### config.mk
export PLATFORM = sky130hd
export DESIGN_NAME = ebus_byte_sizer
export DESIGN_NICKNAME = d
export VERILOG_FILES = /design/src/rtl/ebus_pkg.sv /design/src/rtl/ebus_phase_seq.sv /design/src/rtl/ebus_ack_gate.sv /design/src/rtl/ebus_lane_pack.sv /design/src/rtl/ebus_byte_sizer.sv
export SDC_FILE = /design/constraint.sdc
export NUM_CORES = 1
export LEC_CHECK = 0
export BUFFER_PORTS_ARGS = -buffer_cell sky130_fd_sc_hd__buf_2
export CAP_MARGIN = 20
export CORE_MARGIN = 1
export CORE_UTILIZATION = 40
export CTS_BUF_LIST = sky130_fd_sc_hd__clkbuf_2 sky130_fd_sc_hd__clkbuf_4 sky130_fd_sc_hd__clkbuf_8
export CTS_CLUSTER_DIAMETER = 40
export CTS_CLUSTER_SIZE = 20
export DETAILED_ROUTE_END_ITERATION = 16
export HOLD_SLACK_MARGIN = 0.06
export PLACE_DENSITY = 0.68
export REMOVE_ABC_BUFFERS = 1
export SLEW_MARGIN = 0
export SYNTH_ARGS = -nofsm -noshare
export SYNTH_HDL_FRONTEND = slang
export SYNTH_SLANG_ARGS = --single-unit
export TNS_END_PERCENT = 50
### constraint.sdc
create_clock -name clk -period 1.9 [get_ports clk]
set_input_delay 0.095 -clock clk [delete_from_list [all_inputs] [get_ports clk]]
set_output_delay 0.095 -clock clk [all_outputs]
set_load 0.01 [all_outputs]
### src/rtl/ebus_pkg.sv
// Shared types for the byte-port bus sizer.
// Assumes one phase register drives all external strobe decoding.
package ebus_pkg;
    typedef enum logic [2:0] {
        PH_IDLE,
        PH_S0,
        PH_AS,
        PH_S1,
        PH_S2,
        PH_S3
    } phase_t;

    localparam logic [1:0] SIZE_LONG = 2'b00;
    localparam logic [1:0] SIZE_BYTE = 2'b01;
endpackage

### src/rtl/ebus_phase_seq.sv
// Phase sequencer: steps each byte cycle through S0, AS, S1, S2, S3 and
// counts the lanes of one request. Assumes start is only raised in idle.
module ebus_phase_seq
    import ebus_pkg::*;
#(
    parameter int NLANES = 4,
    localparam int LIDX_W = (NLANES > 1) ? $clog2(NLANES) : 1
) (
    input  logic              clk,
    input  logic              rst_n,
    input  logic              start,
    input  logic              ack,
    output phase_t            phase,
    output logic [LIDX_W-1:0] lane,
    output logic              finish
);
    localparam logic [LIDX_W-1:0] LAST_LANE = LIDX_W'(NLANES - 1);

    // Phase and lane registers.
    always_ff @(posedge clk) begin
        if (!rst_n) begin
            phase <= PH_IDLE;
            lane  <= '0;
        end else begin
            unique case (phase)
                PH_IDLE: if (start) begin
                    phase <= PH_S0;
                    lane  <= '0;
                end
                PH_S0:   phase <= PH_AS;
                PH_AS:   phase <= PH_S1;
                PH_S1:   phase <= PH_S2;
                PH_S2:   if (ack) phase <= PH_S3;
                PH_S3: begin
                    if (lane == LAST_LANE) begin
                        phase <= PH_IDLE;
                    end else begin
                        phase <= PH_S0;
                        lane  <= lane + 1'b1;
                    end
                end
                default: phase <= PH_IDLE;
            endcase
        end
    end

    // Last end clock of the request.
    always_comb finish = (phase == PH_S3) && (lane == LAST_LANE);
endmodule

### src/rtl/ebus_ack_gate.sv
// Acknowledge gate: produces the cycle-completing acknowledge in S2,
// either at once (auto) or when the external acknowledge is high.
module ebus_ack_gate
    import ebus_pkg::*;
(
    input  phase_t phase,
    input  logic   auto_ack,
    input  logic   ext_ack,
    output logic   ack
);
    // Acknowledge is only meaningful in the second select phase.
    always_comb ack = (phase == PH_S2) && (auto_ack || ext_ack);
endmodule

### src/rtl/ebus_lane_pack.sv
// Lane packer: picks the outgoing write byte for the current lane and
// gathers read bytes into a word, big-endian (lane 0 = top byte).
module ebus_lane_pack #(
    parameter int LANE_W = 8,
    parameter int NLANES = 4,
    localparam int DATA_W = LANE_W * NLANES,
    localparam int LIDX_W = (NLANES > 1) ? $clog2(NLANES) : 1
) (
    input  logic              clk,
    input  logic              rst_n,
    input  logic              capture,
    input  logic [LIDX_W-1:0] lane,
    input  logic [LANE_W-1:0] din,
    input  logic [DATA_W-1:0] wdata,
    output logic [LANE_W-1:0] dout,
    output logic [DATA_W-1:0] rdata
);
    logic [LANE_W-1:0] wr_slot [NLANES];

    // Slice the write word into lane slots, lane 0 taking the top byte.
    for (genvar g = 0; g < NLANES; g++) begin : g_slot
        assign wr_slot[g] = wdata[(NLANES-1-g)*LANE_W +: LANE_W];
    end

    // Select the slot of the active lane.
    always_comb begin
        dout = '0;
        for (int i = 0; i < NLANES; i++) begin
            if (lane == LIDX_W'(i)) dout = wr_slot[i];
        end
    end

    // Store an acknowledged read byte into its lane position.
    always_ff @(posedge clk) begin
        if (!rst_n) begin
            rdata <= '0;
        end else if (capture) begin
            for (int i = 0; i < NLANES; i++) begin
                if (lane == LIDX_W'(i)) rdata[(NLANES-1-i)*LANE_W +: LANE_W] <= din;
            end
        end
    end
endmodule

### src/rtl/ebus_byte_sizer.sv
// Burst-inhibited byte-port bus sizer: turns one word request into
// NLANES single-byte external cycles. Assumes the requester holds
// req_* stable until req_ready samples it, and that config inputs
// only change while idle.
module ebus_byte_sizer
    import ebus_pkg::*;
#(
    parameter int ADDR_W = 32,
    parameter int LANE_W = 8,
    parameter int DATA_W = 32
) (
    input  logic              clk,
    input  logic              rst_n,
    input  logic              cfg_auto_ack,
    input  logic              cfg_be_read,
    input  logic              req_valid,
    output logic              req_ready,
    input  logic              req_write,
    input  logic [ADDR_W-1:0] req_addr,
    input  logic [DATA_W-1:0] req_wdata,
    output logic              rsp_done,
    output logic [DATA_W-1:0] rsp_rdata,
    output logic [ADDR_W-1:0] ext_addr,
    output logic [LANE_W-1:0] ext_dout,
    input  logic [LANE_W-1:0] ext_din,
    output logic              ext_rd,
    output logic              ext_start,
    output logic              ext_ale,
    output logic              ext_sel,
    output logic              ext_oe,
    output logic              ext_ben,
    input  logic              ext_ack,
    output logic              ext_burst,
    output logic [1:0]        ext_size
);
    localparam int NLANES = DATA_W / LANE_W;
    localparam int LIDX_W = (NLANES > 1) ? $clog2(NLANES) : 1;

    phase_t            phase;
    logic [LIDX_W-1:0] lane;
    logic              finish;
    logic              ack;
    logic              start;
    logic              in_select;
    logic [ADDR_W-1:0] base_q;
    logic [DATA_W-1:0] wdata_q;
    logic              write_q;

    ebus_phase_seq #(.NLANES(NLANES)) i_seq (
        .clk    (clk),
        .rst_n  (rst_n),
        .start  (start),
        .ack    (ack),
        .phase  (phase),
        .lane   (lane),
        .finish (finish)
    );

    ebus_ack_gate i_ack (
        .phase    (phase),
        .auto_ack (cfg_auto_ack),
        .ext_ack  (ext_ack),
        .ack      (ack)
    );

    ebus_lane_pack #(.LANE_W(LANE_W), .NLANES(NLANES)) i_pack (
        .clk     (clk),
        .rst_n   (rst_n),
        .capture (ack && !write_q),
        .lane    (lane),
        .din     (ext_din),
        .wdata   (wdata_q),
        .dout    (ext_dout),
        .rdata   (rsp_rdata)
    );

    // Handshake: accept only while idle.
    always_comb begin
        req_ready = (phase == PH_IDLE);
        start     = req_valid && req_ready;
    end

    // Latch the request for the whole four-cycle sequence.
    always_ff @(posedge clk) begin
        if (!rst_n) begin
            base_q  <= '0;
            wdata_q <= '0;
            write_q <= 1'b0;
        end else if (start) begin
            base_q  <= req_addr;
            wdata_q <= req_wdata;
            write_q <= req_write;
        end
    end

    // Completion pulse one clock after the final end phase.
    always_ff @(posedge clk) begin
        if (!rst_n) rsp_done <= 1'b0;
        else        rsp_done <= finish;
    end

    // External strobe and address decoding from phase and lane.
    always_comb begin
        in_select = (phase == PH_S1) || (phase == PH_S2);
        ext_start = (phase == PH_S0);
        ext_ale   = (phase == PH_S0);
        ext_sel   = in_select;
        ext_oe    = in_select && !write_q;
        ext_ben   = in_select && (write_q || cfg_be_read);
        ext_rd    = !write_q;
        ext_burst = 1'b0;
        ext_size  = (lane == '0) ? SIZE_LONG : SIZE_BYTE;
        ext_addr  = base_q + ADDR_W'(lane);
    end
endmodule

==> results.md <==
* Synth area leader: dfxtp_1
* Final std cells w/o fill at 999
* Count leader, synth: nand2_1
* Hold Crit Class: in2reg
* Synth Register Bits at 103
* PD cells at 668 nW/um2
* FF+latch area at 2070 um2
* Synth Flop Type: dfxtp_1
* Share of cells above drive strength 1 at 0.302
* Yosys top cell area share at 0.413
* Clock transition at path regs at 0.10 ns
* Multi-input logic area at 2830 um2
* Final setup margin at -0.467 ns
* CP cell instances: ha_4, inv_2, fa_2, nand3b_1, buf_4, nor4_4, xor2_1, buf_2
* Slowest cell on crit path: dfxtp_2
* Setup slack at placement at -0.134 ns
* Via Count at 4788
* Post-synthesis sequential area ratio at 0.413
* Logic pwr share at 0.189
* CTS tree: done
* Gp weighted congestion at 0.852
* Final core occ at 0.595
* Cell family with most CP delay: adder cells
* Failing checks: setup timing
* Largest family of logic cells by synthesized area: simple AND/OR/NAND/NOR gates
* Worst-path maximum fanout at 3
* Row count at 40
* Skew-Pair Late Insertion Delay at 0.39 ns
* Max VDD drop at 0.582 mV
* CP peak stage delay at 0.36 ns
* Ys async rst share at 0
* Antenna Violating Nets Remaining at 0
* Core region area at 12100 um2
* RSZ-0062 raised after global routing: true
* Min cycle time layout at 2.37 ns
* Final Max Tran Viols at 0
* Area contributors post-synth: dfxtp_1 (41%), nand2_1 (12%), a21boi_0 (8.3%)
* Filler Cells Inserted at 1053
* GRT overflow at 0
* DR vias/cell at 4.79
* Net Sw Power at 1.43 mW
* Ports at 162
* Chip Width at 114 um
* Worst path bufs/invs at 3
* Drt wl/cell at 13.6 um
* Post-Synth Adder-Cell Area at 0.0190
* Mapped Cells at 588
* Total CTS buffers at 9
* Clock network power share at 0.306
* Initial Utilization at 0.412
* Number of global-route vias before repair at 4696
* CP Class: reg2out
* NumNets Final at 912
* CP arrival at 2.27 ns
* Switching share of power at 0.296
* Sequential Power Share at 0.506
* Hold_ws at 0.156 ns
* Post-Synth XOR/XNOR Area at 0.0544
* Max_cap viols at 0
* Status: complete, but fails checks
* Fin. Hold Viols at 0
* Period utilisation layout at 1.25
* Die Area at 12900 um2
* Leading cell types by count after synthesis: nand2_1 (161), dfxtp_1 (103), a21boi_0 (55)
* CTS H-tree lvls at 3
* Diodes inserted at 0
* Die height at 114 um
* Syn. warnings at 0
* Final wirelength at 13600 um
* GRT Util Overall at 0.213
* Largest net degree at the start of global routing at 50
* Placed Cells at 901
* TritonRoute pass-1 iters at 4
* Int Power at 3.39 mW
* Final HPWL DP at 8830 um
* Crit end category: output port
* Post-synth EDFFs at 0
* Setup violators final at 35
* Post-synthesis mux area share at 0.0662
* Syn Std Cell Area at 4990 um2
* Post-Synth Simple-Gate Area at 0.273
* DRC viols at 0
* Clk_skew at 0.0167 ns
* Root buffer cell: clkbuf_8
* First-pass GRT wire length at 21900 um
* Critical path launch point type: flip-flop
* IO Port Bufs at 159
* Area growth from synthesis to layout at 44.3%
* Leakage power at 3.25 nW
* Post-synthesis compound-gate area fraction at 0.130
* Initial DRC count at 275
* Maximum clock frequency at 0.423 GHz
* WP data required at 1.80 ns
* Avg Cell Area, Syn at 8.49 um2
* Post-synth cell types at 42
* Antenna violations before repair at 0
* CTS Sinks at 103
* Maximum root-to-sink buffer count at 2
[stage by stage]
step	power (mW)	TNS, ns	instance area [um2]
2_1_floorplan	2.88	-22.72	4820
3_3_place_gp	3.23	-0.271	6060
3_5_place_dp	3.25	-1.01	6060
4_1_cts	4.85	-8.57	7140
5_1_grt	5.09	-11.96	7200
6_report	4.81	-7.04	7200
[path summary, 6_finish.rpt]
check	start	to	slack [ns]	depth (start not counted)
worst max-delay path	base_q[0]	ext_addr[14]	-0.47	8
worst min-delay path	req_valid	i_seq.phase[0]	0.16	4
worst max register to register	i_seq.lane[1]	i_pack.rdata[18]	0.24	8
worst min register to register	wdata_q[22]	wdata_q[22]	0.47	2
[power groups by stage]
stage	sequential (mW)	combinational (mW)	clock [mW]
after CTS	2.43	0.902	1.52
final	2.43	0.908	1.47
after floorplan	2.44	0.431	0
after global placement	2.47	0.760	0
after global routing	2.46	1.01	1.62
after detailed placement	2.47	0.779	0
[registers in the layout, summed over array words and instances, names as in the netlist]
signal        flops
i_seq.lane        2
i_seq.phase       3
rsp_done          1
wdata_q          32
i_pack.rdata     32
write_q           1
base_q           32
[final cells by class]
class,instances,share of cell area
Multi-Input combinational cell,437,0.393
Timing Repair Buffer,265,0.255
Sequential cell,103,0.288
Tap cell,168,0.0292
Clock buffer,9,0.0172
Inverter,10,0.00521
Clock inverter,7,0.0118
[logic make-up (layout without fill, tap and decap cells)]
| group | Yosys count | in the layout |
|---|---|---|
| xor gates and xnor gates | 31 | 31 |
| other | 1 | 2 |
| muxes | 33 | 33 |
| adders and majority gates | 7 | 7 |
| buffers and inverters | 49 | 291 |
| AOI/OAI and AO/OA | 96 | 96 |
| DFF | 103 | 103 |
| and+or+nand+nor | 268 | 268 |
[layout by cell type, fill, tap and decap left out, drive strengths merged, types with 3 or more instances in the layout]
master and instances:
a21oi 18, clkbuf 9, nand4 13, nand2 161, dfxtp 103, nor2b 32
xor2 4, inv 15, nor3b 3, xnor2 27, and2 5, nand3b 10
nor3 7, nand3 14, and3 3, mux2i 33, o21a 3, dlygate4sd3 73
o21ai 10, a21boi 65, buf 192, nor2 9, ha 6
[layer usage]
layer  part of all wire  global-route usage
met4              0.017              0.0781
met3              0.058              0.0478
met5                  0                   0
met2               0.48               0.368
met1               0.45               0.259
[repair_timing]
| action | in CTS | in global routing |
|---|---|---|
| buffers inserted | 7 | 4 |
| pin swaps | 17 | 15 |
| hold endpoints to repair | 97 | 0 |
| hold buffers | 73 | 0 |
| setup endpoints to repair | 37 | 41 |
| gates resized for setup | 29 | 15 |
[worst register-to-register path, stage by stage, from the launching register on]
cell,delay [ns]
dfxtp_2,0.34
inv_1,0.10
buf_4,0.14
ha_2,0.18
buf_12,0.14
buf_4,0.11
nand3_2,0.25
mux2i_1,0.24
nor2b_1,0.07
Note: power is estimated with default switching activity, not from simulation.
